<file path="config.mk">
export PLATFORM = sky130hd
export DESIGN_NAME = rot_irq_resolver
export DESIGN_NICKNAME = d
export VERILOG_FILES = /design/src/rtl/rot_irq_pkg.sv /design/src/rtl/irq_line_capture.sv /design/src/rtl/irq_rot_scan.sv /design/src/rtl/rot_irq_resolver.sv
export SDC_FILE = /design/constraint.sdc
export NUM_CORES = 1
export LEC_CHECK = 0
export BUFFER_PORTS_ARGS = -buffer_cell sky130_fd_sc_hd__clkbuf_2
export CORE_MARGIN = 4
export CORE_UTILIZATION = 45
export CTS_BUF_LIST = sky130_fd_sc_hd__clkbuf_16
export CTS_CLUSTER_SIZE = 20
export DETAILED_ROUTE_END_ITERATION = 8
export GPL_ROUTABILITY_DRIVEN = 0
export PLACE_DENSITY = 0.61
export SETUP_SLACK_MARGIN = 0.2
export SLEW_MARGIN = 40
export SYNTH_ARGS = -nofsm -noshare
export SYNTH_HDL_FRONTEND = slang
export SYNTH_HIERARCHICAL = 1
export SYNTH_SLANG_ARGS = --single-unit
</file>
<file path="constraint.sdc">
create_clock -name clk -period 6.12 [get_ports clk]
set_input_delay 0.918 -clock clk [delete_from_list [all_inputs] [get_ports clk]]
set_output_delay 0.918 -clock clk [all_outputs]
set_load 0.02 [all_outputs]
</file>
<file path="src/rtl/rot_irq_pkg.sv">
`timescale 1ns/1ps
package rot_irq_pkg;

   // Operating mode bits gathered for the resolver core
   typedef struct packed {
      logic aeoi;
      logic rot_aeoi;
      logic smask;
      logic snest;
      logic master;
   } irq_mode_t;

endpackage

</file>
<file path="src/rtl/irq_line_capture.sv">
`timescale 1ns/1ps
module irq_line_capture #(
   parameter int LINES = 8
) (
   input  logic             clk,
   input  logic             rst,
   input  logic [LINES-1:0] lines_in,
   input  logic [LINES-1:0] level_mode,
   input  logic [LINES-1:0] ack_clr,
   output logic [LINES-1:0] pend
);

   logic [LINES-1:0] last_q;

   always_ff @(posedge clk) begin
      if (rst) begin
         pend   <= '0;
         last_q <= '0;
      end else begin
         last_q <= lines_in;
         for (int i = 0; i < LINES; i++) begin
            if (level_mode[i])
               pend[i] <= lines_in[i];
            else if (lines_in[i] && !last_q[i])
               pend[i] <= 1'b1;
            else if (ack_clr[i])
               pend[i] <= 1'b0;
         end
      end
   end


   level_follow_chk: assert property (@(posedge clk) disable iff (rst)
      !rst |=> ((pend & $past(level_mode)) == ($past(lines_in) & $past(level_mode))));


   edge_capture_chk: assert property (@(posedge clk) disable iff (rst)
      !rst |=> (($past(lines_in) & ~$past(last_q) & ~$past(level_mode) & ~pend) == '0));

endmodule

</file>
<file path="src/rtl/irq_rot_scan.sv">
`timescale 1ns/1ps
module irq_rot_scan #(
   parameter int LINES = 8
) (
   input  logic [LINES-1:0]         vec,
   input  logic [$clog2(LINES)-1:0] base,
   output logic [$clog2(LINES):0]   pos
);

   localparam int IDX_W = $clog2(LINES);
   localparam logic [IDX_W:0] NONE = (IDX_W+1)'(LINES);

   // Lowest search position whose rotated line is set; NONE if empty
   always_comb begin
      logic [IDX_W-1:0] idx;
      pos = NONE;
      for (int k = LINES - 1; k >= 0; k--) begin
         idx = IDX_W'(k) + base;
         if (vec[idx])
            pos = (IDX_W+1)'(k);
      end
   end

endmodule

</file>
<file path="src/rtl/rot_irq_resolver.sv">
`timescale 1ns/1ps
module rot_irq_resolver
   import rot_irq_pkg::*;
#(
   parameter int LINES        = 8,
   parameter int CASCADE_LINE = 2
) (
   input  logic                     clk,
   input  logic                     rst,
   input  logic [LINES-1:0]         irq_lines,
   input  logic [LINES-1:0]         level_mode,
   input  logic [LINES-1:0]         mask_in,
   input  logic                     auto_eoi,
   input  logic                     rotate_on_aeoi,
   input  logic                     special_mask,
   input  logic                     special_nest,
   input  logic                     is_master,
   input  logic                     ack,
   output logic                     irq_out,
   output logic [$clog2(LINES)-1:0] ack_line
);

   localparam int IDX_W = $clog2(LINES);
   localparam logic [LINES-1:0] ONE = {{(LINES-1){1'b0}}, 1'b1};
   localparam logic [IDX_W-1:0] SPURIOUS = IDX_W'(LINES - 1);

   if ((LINES < 2) || ((LINES & (LINES - 1)) != 0)) begin : g_bad_lines
      $error("LINES must be a power of two and at least 2");
   end
   if (CASCADE_LINE >= LINES) begin : g_bad_casc
      $error("CASCADE_LINE must be below LINES, or negative to disable");
   end

   irq_mode_t        mode;
   logic [LINES-1:0] pend, imr_q, isr_q, cand, svc_masked, svc_eff;
   logic [LINES-1:0] win_hot, ack_clr;
   logic [IDX_W-1:0] base_q, win_line;
   logic [IDX_W:0]   cand_pos, svc_pos;
   logic             win_valid, take;

   assign mode = '{aeoi: auto_eoi, rot_aeoi: rotate_on_aeoi, smask: special_mask,
                   snest: special_nest, master: is_master};

   irq_line_capture #(.LINES(LINES)) u_capture (
      .clk        (clk),
      .rst        (rst),
      .lines_in   (irq_lines),
      .level_mode (level_mode),
      .ack_clr    (ack_clr),
      .pend       (pend)
   );

   assign cand       = pend & ~imr_q;
   assign svc_masked = mode.smask ? (isr_q & ~imr_q) : isr_q;

   if (CASCADE_LINE >= 0) begin : g_casc
      localparam logic [LINES-1:0] CASC_BIT = ONE << CASCADE_LINE;
      assign svc_eff = (mode.snest && mode.master) ? (svc_masked & ~CASC_BIT) : svc_masked;
   end else begin : g_nocasc
      assign svc_eff = svc_masked;
   end

   irq_rot_scan #(.LINES(LINES)) u_cand_scan (
      .vec  (cand),
      .base (base_q),
      .pos  (cand_pos)
   );

   irq_rot_scan #(.LINES(LINES)) u_svc_scan (
      .vec  (svc_eff),
      .base (base_q),
      .pos  (svc_pos)
   );

   assign win_valid = cand_pos < svc_pos;
   assign win_line  = cand_pos[IDX_W-1:0] + base_q;
   assign win_hot   = ONE << win_line;
   assign ack_line  = win_valid ? win_line : SPURIOUS;
   assign take      = ack && win_valid;
   assign ack_clr   = take ? (win_hot & ~level_mode) : '0;

   always_ff @(posedge clk) begin
      if (rst) begin
         imr_q   <= '0;
         isr_q   <= '0;
         base_q  <= '0;
         irq_out <= 1'b0;
      end else begin
         imr_q   <= mask_in;
         irq_out <= win_valid;
         if (take) begin
            if (mode.aeoi) begin
               if (mode.rot_aeoi)
                  base_q <= win_line + IDX_W'(1);
            end else begin
               isr_q <= isr_q | win_hot;
            end
         end
      end
   end


   win_unmasked_chk: assert property (@(posedge clk) disable iff (rst)
      win_valid |-> !imr_q[win_line]);


   win_pending_chk: assert property (@(posedge clk) disable iff (rst)
      win_valid |-> pend[win_line]);


   win_not_in_service_chk: assert property (@(posedge clk) disable iff (rst)
      (win_valid && !(special_nest && is_master)) |-> !isr_q[win_line]);


   svc_set_chk: assert property (@(posedge clk) disable iff (rst)
      (ack && win_valid && !auto_eoi) |=> isr_q[$past(win_line)]);


   aeoi_keeps_svc_chk: assert property (@(posedge clk) disable iff (rst)
      (ack && auto_eoi) |=> (isr_q == $past(isr_q)));


   aeoi_rotate_chk: assert property (@(posedge clk) disable iff (rst)
      (ack && win_valid && auto_eoi && rotate_on_aeoi) |=> ((base_q - $past(win_line)) == IDX_W'(1)));


   spurious_idle_chk: assert property (@(posedge clk) disable iff (rst)
      (ack && !win_valid) |=> ((isr_q == $past(isr_q)) && (base_q == $past(base_q))));

endmodule

</file>
==> results of run 1 <==
[layer usage]
layer | vias to the layer above | track usage | part of all wire
li1 | 1163 | - | -
met1 | 1103 | 0.251 | 0.50
met2 | 55 | 0.266 | 0.45
met3 | 8 | 0.0217 | 0.033
met4 | 0 | 0.0528 | 0.014
met5 | - | 0 | 0
[cell type report]
cell class	instances	area, µm²
well taps	77	96.3
flip-flops and latches	36	722
clock inverters	2	7.51
repair buffers	38	195
fillers	586	3110
multi-input cells	229	2180
clock buffers	5	125
inverters	17	63.8
[cells by family after synthesis]
kind of cell               count (synthesis)
AOI/OAI and AO/OA                         45
muxes                                     66
and+or+nand+nor                          100
adders and majority gates                 11
buffers and inverters                     30
xor gates and xnor gates                   7
DFF                                       36
[synthesized netlist by cell type (3+ instances only)]
| cell | count |
|---|---|
| a21o_1 | 8 |
| a21oi_1 | 10 |
| and2b_4 | 6 |
| and3_1 | 3 |
| buf_2 | 3 |
| buf_6 | 5 |
| dfxtp_1 | 36 |
| ha_1 | 10 |
| inv_1 | 17 |
| mux2_2 | 26 |
| mux2i_1 | 20 |
| mux4_1 | 12 |
| mux4_2 | 4 |
| nand2_1 | 14 |
| nand2b_1 | 10 |
| nand3_1 | 4 |
| nor2_1 | 7 |
| nor2b_1 | 21 |
| nor3_1 | 8 |
| nor4_1 | 3 |
| nor4b_2 | 8 |
| o22ai_1 | 10 |
| xnor2_1 | 4 |
[path summary, 6_finish.rpt]
check	startpoint	end	slack, ns	cells past startpoint
setup / recovery	base_q[0]	ack_line[0]	0.72	15
hold / removal	u_capture/last_q[0]	u_capture/pend[0]	0.48	2
hold reg to reg	u_capture/last_q[0]	u_capture/pend[0]	0.48	2
setup reg to reg	base_q[1]	u_capture/pend[7]	1.72	17
[layout by cell type, fill, tap and decap left out, types with 4 or more instances in the layout]
master and instances:
dfxtp_1 35, clkbuf_2 35, mux2_2 26, nor2b_1 21, mux2i_1 20, inv_1 17, nand2_1 14, mux4_1 12
a21oi_1 10, o22ai_1 10, nand2b_1 10, ha_1 10, nor3_1 8, nor4b_2 8, a21o_1 8, nor2_1 7
and2b_4 6, clkbuf_16 5, xnor2_1 4, nand3_1 4, mux4_2 4
[registers in the layout, summed over array words and instances, names as in the netlist]
register and count:
base_q 3, u_capture/last_q 8, irq_out 1, imr_q 8, isr_q 8, u_capture/pend 8
[through the flow]
| stage | area [µm²] | std cells | utilization | hold slack, ns | worst slack, ns |
|---|---|---|---|---|---|
| floorplan | 3090 | 295 | - | 0.421 | 1.38 |
| global placement | 3250 | 396 | 0.500 | 0.458 | 0.868 |
| detailed placement | 3250 | 396 | 0.500 | 0.462 | 0.898 |
| CTS | 3380 | 403 | 0.521 | 0.478 | 0.746 |
| global route | 3390 | 404 | 0.521 | 0.495 | 0.499 |
| finish | 3390 | 404 | 0.521 | 0.477 | 0.723 |
[critical path: cells and delay by family (launching register included)]
family | cells | cell delay (ns)
mux | 2 | 0.95
fa+ha+maj | 2 | 0.81
compound gates | 2 | 0.24
simple gates | 5 | 1.12
flops | 1 | 0.32
buf+inv | 4 | 0.73
==> out/results.ini, run 1 <==
[cts]
htree_levels = 2
clock_path_buffers = 2
clkTransAtPathRegs_ns = 0.05
cts_made_buffers = 5
cts_hold_buf = 0
clk_latency_ns = 0.27
cts-root-buf = clkbuf_16
cts_tree = done
cts_resized = 0
post_cts_buffers = 0
cts.sink_count = 36

[setup_path]
slowest_stage = ha_1
critPathArrivalTime_ns = 4.48
worstPathMaxFanout = 31
crit_path_start_kind = flip-flop
crit_chain = buf_4 -> inv_1 -> ha_1 -> mux2_2 -> mux4_1 -> nor3_1 -> a21oi_1 -> o22ai_1 -> inv_1 -> ha_1 -> nor3b_2 -> or2_4 -> nand2_4 -> or3_1 -> clkbuf_2
required_ns = 5.20
critPathKind = flip-flop to primary output
critPathCaptureType = primary output
critical_path.max_stage_delay_ns = 0.60

[synthesis]
syn_avg_cell_area_um2 = 10.5
synth_area_leaders = dfxtp_1 23%, mux4_1 10%, mux2_2 9.5%, mux2i_1 6.5%, nor2b_1 4.3%
yosys.area.top_type_share = 0.233
yosysTopAreaCell = dfxtp_1
postSynthCellCount = 295
yosys_warnings = 6
synthArstFlopShare = 0
synth_seq_area_share = 0.233
synth_fa_ha_area_frac = 0.0470
synth_area_mm2 = 0.00309
yosysUniqueCellTypes = 54
muxShareOfSynthArea = 0.308
ys_ff_latch = 36
synth_xor_xnor_area_share = 0.0223
synth-compound-area-share = 0.104
synth_edf_count = 0
synth_top_family_by_area = multiplexers
synthFlopType = dfxtp_1
yosys.area_share.simple = 0.223
synth_nets = 338

[floorplanning]
fp.dieH_um = 90.9
die_area_mm2 = 0.00825
die_x_um = 90.9
io_pins = 36
core_area_mm2 = 0.00649
start_util = 0.476
placementRows = 29

[route]
drt_wl_total_um = 7080
drc_errors = 0
drtPass1Iterations = 4
dr_total_vias = 2329
ant_nets = 0
drt_iter0_markers = 135
vias_per_cell = 5.76
wl_per_cell_um = 17.5

[grt]
grt-ovfl-total = 0
grt_usage = 0.172
grt_pass1_vias = 2339
antenna_found_initial = 0
grt_first_pass_wirelength_um = 11700
grt_max_degree = 40

[timing]
rsz0062_at_grt = no
fmax_mhz = 185
hold_viol = 0
worst_slew_pin_slew_ns = 0.751
fin_tns_setup_ns = 0
period_share = 0.882
slew_headroom = 0.500
period_minus_slack_ns = 5.40
setup_violations = 0
skew_ns = 0.00399
final_max_slew_viol_count = 0

[worst_hold_path]
hold_path.class = flip-flop to flip-flop

[job]
max_cap_violations = 0

[layout]
syn_to_final_growth_pct = 9.64
drive_above_1_share = 0.318
nNetsFinal = 370
insertedDiodeCount = 0

[placed_design]
place_hpwl_um = 5380
port_buffers = 35

[outcome]
status = completed

Power of run 1 is not shown: default switching activity piles up to over one toggle a cycle in this logic, so the estimate is an artifact.
==> run 2: changes to the inputs <==
--- a/config.mk
+++ b/config.mk
@@ -12,10 +12,9 @@
 export CTS_CLUSTER_SIZE = 20
 export DETAILED_ROUTE_END_ITERATION = 8
 export GPL_ROUTABILITY_DRIVEN = 0
-export PLACE_DENSITY = 0.61
+export PLACE_DENSITY = 0.62
 export SETUP_SLACK_MARGIN = 0.2
 export SLEW_MARGIN = 40
 export SYNTH_ARGS = -nofsm -noshare
 export SYNTH_HDL_FRONTEND = slang
-export SYNTH_HIERARCHICAL = 1
 export SYNTH_SLANG_ARGS = --single-unit
==> out/results.ini, run 2 <==
[layout]
nNetsFinal = 334  ; was 370
final_cell_mix = 36 x dfxtp_1, 35 x clkbuf_2, 32 x nor2b_1, 25 x mux2i_1, 23 x nand2b_1  ; was 35 x dfxtp_1, 35 x clkbuf_2, 26 x mux2_2, 21 x nor2b_1, 20 x mux2i_1
final_common_cell = dfxtp_1
syn_to_final_growth_pct = 13.4  ; was 9.64%
insertedDiodeCount = 0  ; unchanged
drive_above_1_share = 0.214  ; was 0.318

[job]
max_cap_violations = 0  ; unchanged

[floorplanning]
die_x_um = 82.7  ; was 90.9 µm
start_util = 0.476  ; about the same
io_pins = 36  ; unchanged
core_area_mm2 = 0.00527  ; was 0.00649 mm²
placementRows = 26  ; was 29
die_area_mm2 = 0.00683  ; was 0.00825 mm²
fp.dieH_um = 82.7  ; was 90.9 µm

[setup_path]
critPathArrivalTime_ns = 4.56  ; was 4.48 ns
required_ns = 5.20  ; about the same
reg2reg_slack_ns = 1.50  ; was 1.72 ns
r2r_cells = 14  ; was 17
cp-endpoint = ack_line[2]  ; was ack_line[0]
crit_path_start_kind = flip-flop  ; unchanged
critPathCaptureType = primary output  ; unchanged
rr_endpoint = u_capture.pend[7]  ; was u_capture/pend[7]
cp-startpoint = base_q[1]  ; was base_q[0]
r2r-start = base_q[1]  ; unchanged
worstPathMaxFanout = 13  ; was 31
critPathKind = flip-flop to primary output  ; unchanged

[grt]
antenna_found_initial = 0  ; unchanged
grt_pass1_vias = 2031  ; was 2339
grt_max_degree = 40  ; unchanged
grt_usage = 0.193  ; was 0.172
grt-ovfl-total = 0  ; unchanged
grt_first_pass_wirelength_um = 9980  ; was 11700 µm

[timing]
skew_ns = 0.00372  ; was 0.00399 ns
rsz0062_at_grt = no  ; unchanged
slew_headroom = 0.463  ; was 0.500
period_minus_slack_ns = 5.48  ; was 5.40 ns
period_share = 0.896  ; was 0.882
final_max_slew_viol_count = 0  ; unchanged
setup_violations = 0  ; unchanged
hold_viol = 0  ; unchanged
fin_tns_setup_ns = 0  ; unchanged
worst_slew_pin_slew_ns = 0.806  ; was 0.751 ns
fmax_mhz = 182  ; was 185 MHz

[route]
ant_nets = 0  ; unchanged
vias_per_cell = 5.59  ; was 5.76
wl_per_cell_um = 15.8  ; was 17.5 µm
drtPass1Iterations = 4  ; unchanged
drc_errors = 0  ; unchanged
drt_iter0_markers = 150  ; was 135
drt_wl_total_um = 5700  ; was 7080 µm
dr_total_vias = 2014  ; was 2329

[worst_hold_path]
min-delay-start = isr_q[3]  ; was u_capture/last_q[0]
hold_path.class = flip-flop to flip-flop  ; unchanged

[synthesis]
yosysTopAreaCell = dfxtp_1  ; unchanged
synth_edf_count = 0  ; unchanged
synth_area_mm2 = 0.00251  ; was 0.00309 mm²
synth_area_leaders = dfxtp_1 29%, mux2i_1 10%, mux4_2 8.1%, nor2b_1 8.0%, ha_1 6.0%  ; was dfxtp_1 23%, mux4_1 10%, mux2_2 9.5%, mux2i_1 6.5%, nor2b_1 4.3%
synth.most_common_cell = dfxtp_1  ; unchanged
synthArstFlopShare = 0  ; unchanged
yosysUniqueCellTypes = 45  ; was 54
synth_seq_area_share = 0.287  ; was 0.233
postSynthCellCount = 259  ; was 295
yosys.area.top_type_share = 0.287  ; was 0.233
synth_nets = 304  ; was 338
syn_avg_cell_area_um2 = 9.69  ; was 10.5 µm²
ys_ff_latch = 36  ; unchanged
yosys_warnings = 0  ; was 6
synth_top_cells_by_count = 36 x dfxtp_1, 32 x nor2b_1, 25 x mux2i_1, 23 x nand2b_1  ; was 36 x dfxtp_1, 26 x mux2_2, 21 x nor2b_1, 20 x mux2i_1, 17 x inv_1
synthFlopType = dfxtp_1  ; unchanged

[cts]
cts-root-buf = clkbuf_16  ; unchanged
clock_path_buffers = 2  ; unchanged
cts.sink_count = 36  ; unchanged
cts_resized = 0  ; unchanged
post_cts_buffers = 0  ; unchanged
clk_latency_ns = 0.28  ; was 0.27 ns
cts_made_buffers = 5  ; unchanged
cts_hold_buf = 0  ; unchanged
cts_tree = done  ; unchanged
htree_levels = 2  ; unchanged
clkTransAtPathRegs_ns = 0.05  ; about the same

[placed_design]
place_hpwl_um = 4480  ; was 5380 µm
port_buffers = 35  ; unchanged

[outcome]
status = completed  ; unchanged

[run 2: changes by cell type after synthesis, moves of 8 or more]
| cell | before | now |
|---|---|---|
| nor2b_1 | 21 | 32 |
| inv_1 | 17 | 4 |
| nand2b_1 | 10 | 23 |
| o22ai_1 | 10 | 0 |
| nand2_1 | 14 | 6 |
| a21o_1 | 8 | 0 |
| mux4_1 | 12 | 0 |
| mux2_2 | 26 | 3 |
| nor4b_2 | 8 | 0 |
[run 2: final cells by class]
class                      count  area, µm²
sequential                    36        721
tap                           70       87.6
inverter                       6       22.5
timing repair buffer          36        183
multi-input combinational    204       1690
clock buffer                   5        125
fill                         501       2430
clock inverter                 3       17.5
[run 2: worst min-delay path by stage]
stage	endpoint	slack, ns	depth (start not counted)
floorplan	isr_q[7]	0.43	2
global placement	isr_q[6]	0.45	2
detailed placement	isr_q[3]	0.46	2
CTS	isr_q[3]	0.48	2
global route	isr_q[4]	0.53	2
finish	isr_q[3]	0.47	2
[run 2: worst max-delay path, stage by stage, from the launching register on]
cell and delay (ns):
dfxtp_1 0.66, inv_1 0.23, ha_1 0.25, xnor2_1 0.45
mux4_2 0.59, nor2b_1 0.15, o21a_1 0.16, or2_4 0.27
ha_1 0.19, fa_1 0.37, xnor2_1 0.18, xnor2_2 0.40
inv_2 0.14, nand2_1 0.08, clkbuf_2 0.17
[run 2: logic make-up (layout without fill, tap and decap cells)]
family	Yosys count	after routing	synth area share
and+or+nand+nor	102	102	0.242
AOI/OAI and AO/OA	47	47	0.148
muxes	37	37	0.194
DFF	36	36	0.287
buffers and inverters	19	50	0.0399
adders and majority gates	13	13	0.0678
xor gates and xnor gates	5	5	0.0205
[run 2: through the flow]
stage,instances,setup slack [ns],utilization,instance area (µm²),hold WS [ns]
5_1_grt,360,0.280,0.540,2840,0.528
4_1_cts,360,0.622,0.540,2840,0.477
2_1_floorplan,259,1.49,-,2510,0.426
6_report,360,0.638,0.540,2840,0.474
3_5_place_dp,352,0.965,0.513,2700,0.464
3_3_place_gp,352,1.01,0.513,2700,0.451
[run 2: layer usage]
layer  global-route usage  vias up  wire length, µm
li1                     -     1018                -
met1                0.262      943             2770
met2                0.313       47             2600
met3               0.0423        6              276
met4               0.0441        0               62
met5                    0        -                0
Power of run 2 is left out for the same reason.
